<file path="config.mk">
export PLATFORM = sky130hd
export DESIGN_NAME = peak_capture_seq
export DESIGN_NICKNAME = d
export VERILOG_FILES = /design/src/rtl/pcs_pkg.sv /design/src/rtl/pcs_sync.sv /design/src/rtl/pcs_rise_det.sv /design/src/rtl/pcs_fsm.sv /design/src/rtl/pcs_reject_cnt.sv /design/src/rtl/peak_capture_seq.sv
export SDC_FILE = /design/constraint.sdc
export NUM_CORES = 1
export LEC_CHECK = 0
export BUFFER_PORTS_ARGS = -buffer_cell sky130_fd_sc_hd__buf_2
export CORE_MARGIN = 3
export CORE_UTILIZATION = 59
export DETAILED_ROUTE_END_ITERATION = 8
export MAX_ROUTING_LAYER = met4
export PLACE_DENSITY_LB_ADDON = 0.2
export SLEW_MARGIN = 0
export SYNTH_ARGS = -nofsm -noshare
export SYNTH_HDL_FRONTEND = slang
export SYNTH_SLANG_ARGS = --single-unit
export TNS_END_PERCENT = 50
</file>
<file path="constraint.sdc">
create_clock -name clk -period 5.1 [get_ports clk]
set_input_delay 0.255 -clock clk [delete_from_list [all_inputs] [get_ports clk]]
set_output_delay 0.255 -clock clk [all_outputs]
set_load 0.05 [all_outputs]
</file>
<file path="src/rtl/pcs_pkg.sv">
// Shared types for the pulse peak capture sequencer.
package pcs_pkg;
    typedef enum logic [1:0] {
        ST_ARMED     = 2'd0,
        ST_CAPTURED  = 2'd1,
        ST_WAIT_BASE = 2'd2,
        ST_DISCHARGE = 2'd3
    } pcs_state_e;
endpackage

</file>
<file path="src/rtl/pcs_sync.sv">
// Multi-stage synchroniser for a bundle of asynchronous single-bit inputs.
// Assumes each bit is a level that is stable for longer than STAGES cycles.
module pcs_sync #(
    parameter int WIDTH  = 2,
    parameter int STAGES = 2
) (
    input  logic             clk,
    input  logic             rst_n,
    input  logic [WIDTH-1:0] async_i,
    output logic [WIDTH-1:0] sync_o
);
    logic [WIDTH-1:0] chain_q [STAGES];

    generate
        for (genvar s = 0; s < STAGES; s++) begin : g_stage
            // Shift one synchroniser stage.
            always_ff @(posedge clk) begin
                if (!rst_n) chain_q[s] <= '0;
                else if (s == 0) chain_q[s] <= async_i;
                else chain_q[s] <= chain_q[(s == 0) ? 0 : s - 1];
            end
        end
    endgenerate

    assign sync_o = chain_q[STAGES-1];
endmodule

</file>
<file path="src/rtl/pcs_rise_det.sv">
// Rising-edge detector on a synchronised level. Assumes the input is already
// in the clk domain.
module pcs_rise_det (
    input  logic clk,
    input  logic rst_n,
    input  logic level_i,
    output logic rise_o
);
    logic prev_q;

    // Remember the previous level.
    always_ff @(posedge clk) begin
        if (!rst_n) prev_q <= 1'b0;
        else prev_q <= level_i;
    end

    assign rise_o = level_i & ~prev_q;
endmodule

</file>
<file path="src/rtl/pcs_fsm.sv">
// Capture state machine: arms, captures a peak, holds it for the acquisition
// window, waits for the host and baseline, then discharges for DIS_CYCLES.
// Assumes thr_i and pk_rise_i are synchronous and host_ack_i is synchronous.
module pcs_fsm
    import pcs_pkg::*;
#(
    parameter int ACQ_CYCLES = 250,
    parameter int DIS_CYCLES = 8
) (
    input  logic       clk,
    input  logic       rst_n,
    input  logic       thr_i,
    input  logic       pk_rise_i,
    input  logic       host_ack_i,
    output pcs_state_e state_o,
    output logic       inhibit_o,
    output logic       irq_o,
    output logic       discharge_o
);
    localparam int ACQ_W = $clog2(ACQ_CYCLES + 1);
    localparam int DIS_W = $clog2(DIS_CYCLES + 1);

    pcs_state_e       state_q, state_d;
    logic [ACQ_W-1:0] acq_cnt_q;
    logic [DIS_W-1:0] dis_cnt_q;
    logic             capture;
    logic             acq_done;
    logic             dis_last;

    assign capture  = (state_q == ST_ARMED) && pk_rise_i && thr_i;
    assign acq_done = (acq_cnt_q == '0);
    assign dis_last = (dis_cnt_q == '0);

    // Next-state selection.
    always_comb begin
        state_d = state_q;
        unique case (state_q)
            ST_ARMED:     if (capture) state_d = ST_CAPTURED;
            ST_CAPTURED:  if (host_ack_i) state_d = ST_WAIT_BASE;
            ST_WAIT_BASE: if (acq_done && !thr_i) state_d = ST_DISCHARGE;
            ST_DISCHARGE: if (dis_last) state_d = ST_ARMED;
            default:      state_d = ST_ARMED;
        endcase
    end

    // State register.
    always_ff @(posedge clk) begin
        if (!rst_n) state_q <= ST_ARMED;
        else state_q <= state_d;
    end

    // Acquisition window timer, loaded on capture and run down to zero.
    always_ff @(posedge clk) begin
        if (!rst_n) acq_cnt_q <= '0;
        else if (capture) acq_cnt_q <= ACQ_W'(ACQ_CYCLES);
        else if (!acq_done) acq_cnt_q <= acq_cnt_q - 1'b1;
    end

    // Discharge length timer, loaded on entry to discharge.
    always_ff @(posedge clk) begin
        if (!rst_n) dis_cnt_q <= '0;
        else if (state_q == ST_WAIT_BASE && state_d == ST_DISCHARGE)
            dis_cnt_q <= DIS_W'(DIS_CYCLES - 1);
        else if (state_q == ST_DISCHARGE && !dis_last)
            dis_cnt_q <= dis_cnt_q - 1'b1;
    end

    assign state_o     = state_q;
    assign inhibit_o   = (state_q != ST_ARMED);
    assign irq_o       = (state_q == ST_CAPTURED);
    assign discharge_o = (state_q == ST_DISCHARGE);

    // an interrupt starts only from an armed, above-threshold edge.
    a_r1_capture_cause: assert property (@(posedge clk) disable iff (!rst_n)
        $rose(irq_o) |-> $past(pk_rise_i && thr_i && !inhibit_o));
    // interrupt held until acknowledged.
    a_r4_irq_held: assert property (@(posedge clk) disable iff (!rst_n)
        irq_o && !host_ack_i |=> irq_o);
    // interrupt cleared by acknowledge.
    a_r4_irq_cleared: assert property (@(posedge clk) disable iff (!rst_n)
        irq_o && host_ack_i |=> !irq_o);
    // inhibit can only end through the discharge pulse.
    a_r3_inhibit_held: assert property (@(posedge clk) disable iff (!rst_n)
        inhibit_o && !discharge_o |=> inhibit_o);
    // discharge starts only at baseline after the acquisition window.
    a_r6_discharge_gate: assert property (@(posedge clk) disable iff (!rst_n)
        $rose(discharge_o) |-> $past(!thr_i) && $past(acq_done));
    // end of discharge re-arms.
    a_r7_rearm: assert property (@(posedge clk) disable iff (!rst_n)
        $fell(discharge_o) |-> !inhibit_o);
endmodule

</file>
<file path="src/rtl/pcs_reject_cnt.sv">
// Saturating counter of peak-over edges refused while the sequencer is busy.
// Assumes inc_i is a single-cycle pulse per event.
module pcs_reject_cnt #(
    parameter int CNT_W = 8
) (
    input  logic             clk,
    input  logic             rst_n,
    input  logic             inc_i,
    output logic [CNT_W-1:0] cnt_o
);
    localparam logic [CNT_W-1:0] CNT_MAX = '1;

    logic [CNT_W-1:0] cnt_q;

    // Count up on each event, holding at the maximum.
    always_ff @(posedge clk) begin
        if (!rst_n) cnt_q <= '0;
        else if (inc_i && cnt_q != CNT_MAX) cnt_q <= cnt_q + 1'b1;
    end

    assign cnt_o = cnt_q;

    // saturation holds.
    a_r8_saturate: assert property (@(posedge clk) disable iff (!rst_n)
        cnt_q == CNT_MAX |=> cnt_q == CNT_MAX);
    // no change without an event.
    a_r8_no_event: assert property (@(posedge clk) disable iff (!rst_n)
        !inc_i |=> $stable(cnt_q));
endmodule

</file>
<file path="src/rtl/peak_capture_seq.sv">
// Top of the pulse peak capture sequencer: synchronises the two comparator
// inputs, detects peak-over edges, runs the capture state machine and counts
// rejected pulses. Assumes comparator inputs are asynchronous levels and the
// host acknowledge is synchronous to clk.
module peak_capture_seq
    import pcs_pkg::*;
#(
    parameter int ACQ_CYCLES  = 250,
    parameter int DIS_CYCLES  = 8,
    parameter int CNT_W       = 8,
    parameter int SYNC_STAGES = 2
) (
    input  logic             clk,
    input  logic             rst_n,
    input  logic             thr_above_i,
    input  logic             peak_fall_i,
    input  logic             host_ack_i,
    output logic             inhibit_o,
    output logic             irq_o,
    output logic             discharge_o,
    output logic [CNT_W-1:0] reject_cnt_o
);
    logic [1:0] sync_bits;
    logic       thr_s;
    logic       pk_s;
    logic       pk_rise;
    pcs_state_e state;

    pcs_sync #(.WIDTH(2), .STAGES(SYNC_STAGES)) u_sync (
        .clk     (clk),
        .rst_n   (rst_n),
        .async_i ({peak_fall_i, thr_above_i}),
        .sync_o  (sync_bits)
    );
    assign thr_s = sync_bits[0];
    assign pk_s  = sync_bits[1];

    pcs_rise_det u_rise (
        .clk     (clk),
        .rst_n   (rst_n),
        .level_i (pk_s),
        .rise_o  (pk_rise)
    );

    pcs_fsm #(.ACQ_CYCLES(ACQ_CYCLES), .DIS_CYCLES(DIS_CYCLES)) u_fsm (
        .clk         (clk),
        .rst_n       (rst_n),
        .thr_i       (thr_s),
        .pk_rise_i   (pk_rise),
        .host_ack_i  (host_ack_i),
        .state_o     (state),
        .inhibit_o   (inhibit_o),
        .irq_o       (irq_o),
        .discharge_o (discharge_o)
    );

    pcs_reject_cnt #(.CNT_W(CNT_W)) u_rej (
        .clk   (clk),
        .rst_n (rst_n),
        .inc_i (pk_rise && (state != ST_ARMED)),
        .cnt_o (reject_cnt_o)
    );
endmodule

</file>
==> summary.md, run 1 <==
| Metric | Value |
|---|---|
| Hold_sp | peak_fall_i |
| Hold-fix buffers, CTS | 0 |
| IO Port Bufs | 15 |
| Worst setup SP type | flop |
| H-Tree Depth | 1 |
| Worst VDD drop | 0.278 mV |
| Placer Congestion | 0.791 |
| WS Path Type | reg -> reg |
| Hold WC Path Type | in -> reg |
| Cell leakage power | 0.552 nW |
| Post-synth cell types | 39 |
| Std-Cell Rows | 15 |
| Initial core utilization | 0.667 |
| Number of flops mapped to enable cells by yosys | 0 |
| CTS tree | built |
| Status | finished, final reports clean |
| Remaining Overflow, GRT | 0 |
| Tcrit/Tclk final | 0.394 |
| CP endpoint kind | flop |
| R2R Setup Slk | 3.09 ns |
| Reg-to-reg startpoint | u_fsm.acq_cnt_q[0]$_SDFFE_PP0P_ |
| Layout cell share with drive strength beyond 1 | 0.192 |
| Mean Syn Cell Area | 9.25 um2 |
| Worst Path Arrival | 2.26 ns |
| WL/cell | 13.4 um |
| Vias/cell | 5.82 |
| Clock sink count | 27 |
| Vias in the first global route | 952 |
| Die Y | 51.8 um |
| Cells after Synth | 134 |
| CP Data Required Time | 5.35 ns |
| Area growth syn-to-layout | 9.59% |
| Sum Neg Setup Slack | 0 ns |
| Area of the die | 2690 um2 |
| CTS Buffer Depth | 2 |
| PD cells | 405 nW/um2 |
| Async S/R FF share, synth | 0 |
| Fillcell total | 144 |
| Post-synthesis sequential area ratio | 0.436 |
| Critical Path Fanout Max | 4 |
| Worst-path clk slew | 0.14 ns |
| Post-Syn Nets | 143 |
| Die Width | 51.8 um |
| Hold WS | 0.124 ns |
| RR Endpoint | u_fsm.acq_cnt_q[1]$_SDFFE_PN0P_ |
| Maxcap violations | 0 |
| Final Hold Fails | 0 |
| Initial DRT Pass Iterations | 4 |
| Flops & latches, synth | 27 |
| Routed WL | 2360 um |
| Final setup vio count | 0 |
| Post-cts resize count | 0 |
| Initial DRC Count | 10 |
| Unrepaired setup endpoints after global routing | no |
| Initial antenna violation count | 0 |
| FF-to-FF path depth | 6 |
| Top-Level Pins | 16 |
| Root buffer cell | clkbuf_4 |
| Total track usage | 0.210 |
| Setup bufs post-CTS | 0 |
| Fmax | 497 MHz |
| Inserted Clock Buffers | 3 |
| Post-DP HPWL | 1740 um |
| Max-slew headroom | 0.585 |
| Clock Skews | 0.00405 ns |
| Antenna diodes | 0 |
| Min-Delay Path Depth | 2 |
| First-pass GRT wire length | 4220 um |
| Fin nets | 161 |
| Slew Viols, Final | 0 |
| Area of the core | 1860 um2 |
| Synthesized area | 1240 um2 |
| Top FF cell, synth | dfxtp_1 |
| Worst Hold End | u_sync.chain_q[0][1]$_SDFF_PN0_ |
| DRC Markers | 0 |
| Clk_lat worst skew | 0.32 ns |
| Slew of the pin with the lowest slew margin | 0.621 ns |
| Synth warn | 0 |
| Period minus WS final | 2.01 ns |
| Routed vias | 1025 |
| Most common cell after layout, fill and taps aside | dfxtp_1 |
| Most frequent cells in the layout | dfxtp_1 (27), buf_2 (15), a21oi_1 (14) |
| Antenna Violating Nets Remaining | 0 |
| Largest net degree at the start of global routing | 20 |
-- through the flow --
step                utilization  instances  setup slack, ns  power (mW)  area, um2
floorplan                     -        134             3.37       0.422       1240
global placement          0.716        172             3.37       0.445       1330
detailed placement        0.716        172             3.13       0.459       1330
CTS                       0.731        176             3.11       0.546       1360
global route              0.731        176             2.96       0.584       1360
finish                    0.731        176             3.09       0.550       1360
-- cells by family after synthesis --
group	Yosys count	share of synthesized area
AO/OA/AOI/OAI	31	0.161
XOR/XNOR	7	0.0494
adder cells (fa/ha/maj)	4	0.0404
buffers and inverters	11	0.0434
flip-flops	27	0.436
multiplexers	3	0.0252
AND/OR/NAND/NOR	51	0.244
-- worst max path at each step --
stage / start / depth (start not counted) / end
floorplan: u_rej.cnt_o[0]$_SDFFE_PN0P_ / 6 / u_rej.cnt_o[1]$_SDFFE_PN0P_
global placement: u_fsm.acq_cnt_q[0]$_SDFFE_PP0P_ / 6 / u_fsm.acq_cnt_q[1]$_SDFFE_PN0P_
detailed placement: u_fsm.acq_cnt_q[0]$_SDFFE_PP0P_ / 6 / u_fsm.acq_cnt_q[1]$_SDFFE_PN0P_
CTS: u_fsm.acq_cnt_q[0]$_SDFFE_PP0P_ / 6 / u_fsm.acq_cnt_q[1]$_SDFFE_PN0P_
global route: u_fsm.acq_cnt_q[0]$_SDFFE_PP0P_ / 6 / u_fsm.acq_cnt_q[1]$_SDFFE_PN0P_
finish: u_fsm.acq_cnt_q[0]$_SDFFE_PP0P_ / 6 / u_fsm.acq_cnt_q[1]$_SDFFE_PN0P_
-- state kept, by name (all words and copies together) (netlist names) --
register and count:
u_sync.chain_q 4, u_fsm.state_o 2, u_fsm.acq_cnt_q 8, u_rise.prev_q 1
u_fsm.dis_cnt_q 4, u_rej.cnt_o 8
-- power by group --
group | total [mW] | switching (mW) | internal [mW]
clock network | 0.0917 | 0.0623 | 0.0294
logic | 0.192 | 0.0968 | 0.0947
registers | 0.267 | 0.0302 | 0.237
total | 0.550 | 0.189 | 0.361
-- critical path, stage by stage (launching register included) --
cell	delay, ns
dfxtp_1	0.36
inv_1	0.13
ha_1	0.17
nor3b_1	0.48
and2_1	0.29
mux2_2	0.36
a21oi_1	0.15
-- Yosys cell counts (3+ instances only) --
master   number  share of area
a31oi_1       3          0.015
a21oi_1      14          0.057
ha_1          4          0.040
dfxtp_1      27           0.44
nor3b_1       3          0.018
nand4_1       3          0.015
xnor2_1       4          0.028
inv_1         7          0.021
nand3_1       5          0.020
nand2_1       7          0.021
or3_1         5          0.025
and2_1        6          0.030
nor2_1        8          0.024
o21ai_0       4          0.016
nor3_1        4          0.016
xor2_1        3          0.021
-- final cells by class --
| type | instances | area, um2 | area share |
|---|---|---|---|
| timing repair buffer | 15 | 75.1 | 0.0552 |
| multi-input combinational | 96 | 646 | 0.475 |
| clock inverter | 1 | 5.00 | 0.00368 |
| tap | 25 | 31.3 | 0.0230 |
| clock buffer | 3 | 22.5 | 0.0166 |
| inverter | 9 | 38.8 | 0.0285 |
| sequential | 27 | 541 | 0.398 |
-- per-layer routing --
layer,vias to the layer above,global-route usage,part of all wire
li1,519,-,-
met1,479,0.270,0.48
met2,27,0.333,0.47
met3,0,0.0430,0.046
met4,0,0.0655,0
met5,-,-,0
No activity file was read; power rests on OpenSTA's default activity.
==> run 2, diff against run 1 <==
CORE_UTILIZATION = 55   (was 59)
clock period = 1.95 ns   (was 5.1 ns; I/O delays follow)
==> run 2 against run 1 <==
Fmax is 14% higher. Clock skew up 0.0060 ns. Non-clock buffer count rose by 3. Setup slack lost 2.9 ns. Critical endpoint unchanged.
==> summary.md, run 2 (synthesized netlist as in run 1, its figures left out) <==
| Metric | Value |
|---|---|
| Status | finished, final reports clean |
| Max-slew headroom | 0.640 |
| Post-DP HPWL | 1710 um |
| Worst setup SP type | flop |
| Slew of the pin with the lowest slew margin | 0.537 ns |
| Final setup vio count | 0 |
| First-pass GRT wire length | 3960 um |
| Root buffer cell | clkbuf_4 |
| CTS tree | built |
| Slew Viols, Final | 0 |
| Layout cell share with drive strength beyond 1 | 0.201 |
| Min-Delay Path Depth | 2 |
| Clock network power share | 0.167 |
| Unrepaired setup endpoints after global routing | no |
| Routed WL | 2340 um |
| Worst-path clk slew | 0.15 ns |
| H-Tree Depth | 1 |
| Antenna diodes | 0 |
| Critical Path Max Stage Delay | 0.36 ns |
| Switching power | 0.493 mW |
| PD cells | 1030 nW/um2 |
| Area of the core | 2040 um2 |
| Sum Neg Setup Slack | 0 ns |
| CP Data Required Time | 2.19 ns |
| Fillcell total | 201 |
| Final instance area | 1400 um2 |
| Worst Path Arrival | 2.00 ns |
| Worst Hold End | u_sync.chain_q[1][1]$_SDFF_PN0_ |
| RR Endpoint | u_fsm.acq_cnt_q[1]$_SDFFE_PN0P_ |
| Worst path slowest cell | dfxtp_1 |
| Area growth syn-to-layout | 12.6% |
| Cell leakage power | 0.564 nW |
| Tot Pwr | 1.44 mW |
| Initial DRT Pass Iterations | 4 |
| Net Sw Frac | 0.341 |
| Setup bufs post-CTS | 0 |
| Placer Congestion | 0.711 |
| Hold WS | 0.0748 ns |
| Busiest grt layer | met2 |
| R2R Setup Slk | 0.19 ns |
| Largest net degree at the start of global routing | 20 |
| Worst VDD drop | 0.626 mV |
| Internal | 0.952 mW |
| DRC Markers | 0 |
| Remaining Overflow, GRT | 0 |
| Met1 Usage GRT | 0.241 |
| Die Width | 53.5 um |
| Met2 usage | 0.314 |
| Area occupied by multi-input gates | 651 um2 |
| Top-Level Pins | 16 |
| Reg area | 541 um2 |
| Clock sink count | 27 |
| Hold WC Path Type | in -> reg |
| Inserted Clock Buffers | 3 |
| Fin util | 0.684 |
| CP endpoint kind | flop |
| Critical Path Fanout Max | 4 |
| Fin nets | 164 |
| IO Port Bufs | 15 |
| Worst Setup SP | u_fsm.acq_cnt_q[0]$_SDFFE_PP0P_ |
| Clock Skews | 0.0101 ns |
| Tcrit/Tclk final | 0.902 |
| Die Y | 53.5 um |
| Antenna Violating Nets Remaining | 0 |
| Std-Cell Rows | 16 |
| Most frequent cells in the layout | dfxtp_1 (27), buf_2 (15), a21oi_1 (14) |
| Clk_lat worst skew | 0.32 ns |
| Initial DRC Count | 12 |
| CTS Buffer Depth | 2 |
| Met3 Usage GRT | 0.0366 |
| Vias in the first global route | 920 |
| Critical path, cell by cell | inv_1, ha_1, nor3b_2, and2_1, mux2_2, a21oi_1 |
| Placed Area | 1340 um2 |
| Vias/cell | 5.66 |
| Fmax | 569 MHz |
| Hold_sp | rst_n |
| Most common cell after layout, fill and taps aside | dfxtp_1 |
| Area of the die | 2860 um2 |
| FF-to-FF path depth | 6 |
| Final Hold Fails | 0 |
| Total track usage | 0.193 |
| Routed vias | 1025 |
| Period minus WS final | 1.76 ns |
| Reg-to-reg startpoint | u_fsm.acq_cnt_q[0]$_SDFFE_PP0P_ |
| WL/cell | 12.9 um |
| Initial core utilization | 0.607 |
| Sequential share of power | 0.484 |
| WS Path Type | reg -> reg |
| Combinational cell fraction of total power | 0.349 |
| Maxcap violations | 0 |
| Initial antenna violation count | 0 |
run 2: worst max-delay path by stage:
stage,end,slack [ns],depth (start not counted)
floorplan,u_rej.cnt_o[1]$_SDFFE_PN0P_,0.22,6
detailed placement,u_fsm.acq_cnt_q[1]$_SDFFE_PN0P_,0.04,6
global route,u_fsm.acq_cnt_q[1]$_SDFFE_PN0P_,0.09,6
global placement,u_fsm.acq_cnt_q[1]$_SDFFE_PN0P_,0.22,6
finish,u_fsm.acq_cnt_q[1]$_SDFFE_PN0P_,0.19,6
CTS,u_fsm.acq_cnt_q[1]$_SDFFE_PN0P_,0.009,6
run 2: through the flow:
stage,setup slack [ns],std cells
CTS,0.00860,181
detailed placement,0.0429,175
finish,0.192,181
global placement,0.215,175
global route,0.0938,181
floorplan,0.225,134
run 2: what timing repair did:
action,4_1_cts,5_1_grt
hold endpoints to repair,2,0
resized for setup,0,1
hold buffers,2,0
setup endpoints to repair,0,2
run 2: final cells by class:
cell class,count,share of cell area
timing repair buffer,18,0.0735
multi-input combinational,96,0.466
sequential,27,0.387
inverter,9,0.0278
tap,27,0.0242
clock buffer,3,0.0161
clock inverter,1,0.00538
run 2: power by group through the flow:
| stage | sequential, mW | clock [mW] | combinational [mW] |
|---|---|---|---|
| global placement | 0.704 | 0 | 0.464 |
| detailed placement | 0.709 | 0 | 0.491 |
| floorplan | 0.693 | 0 | 0.412 |
| global route | 0.712 | 0.269 | 0.559 |
| finish | 0.700 | 0.241 | 0.504 |
| CTS | 0.696 | 0.250 | 0.496 |
run 2: routing by layer:
| layer | wire (um) | part of all wire |
|---|---|---|
| met1 | 1090 | 0.47 |
| met2 | 1180 | 0.51 |
| met3 | 49 | 0.021 |
| met4 | 14 | 0.0060 |
| met5 | 0 | 0 |
run 2: critical path, delay by kind of cell, from the launching register on:
kind / cells / cell delay (ns)
AND/OR/NAND/NOR: 2 / 0.56
flip-flops: 1 / 0.36
multiplexers: 1 / 0.35
AO/OA/AOI/OAI: 1 / 0.14
buffers and inverters: 1 / 0.12
adder cells (fa/ha/maj): 1 / 0.17
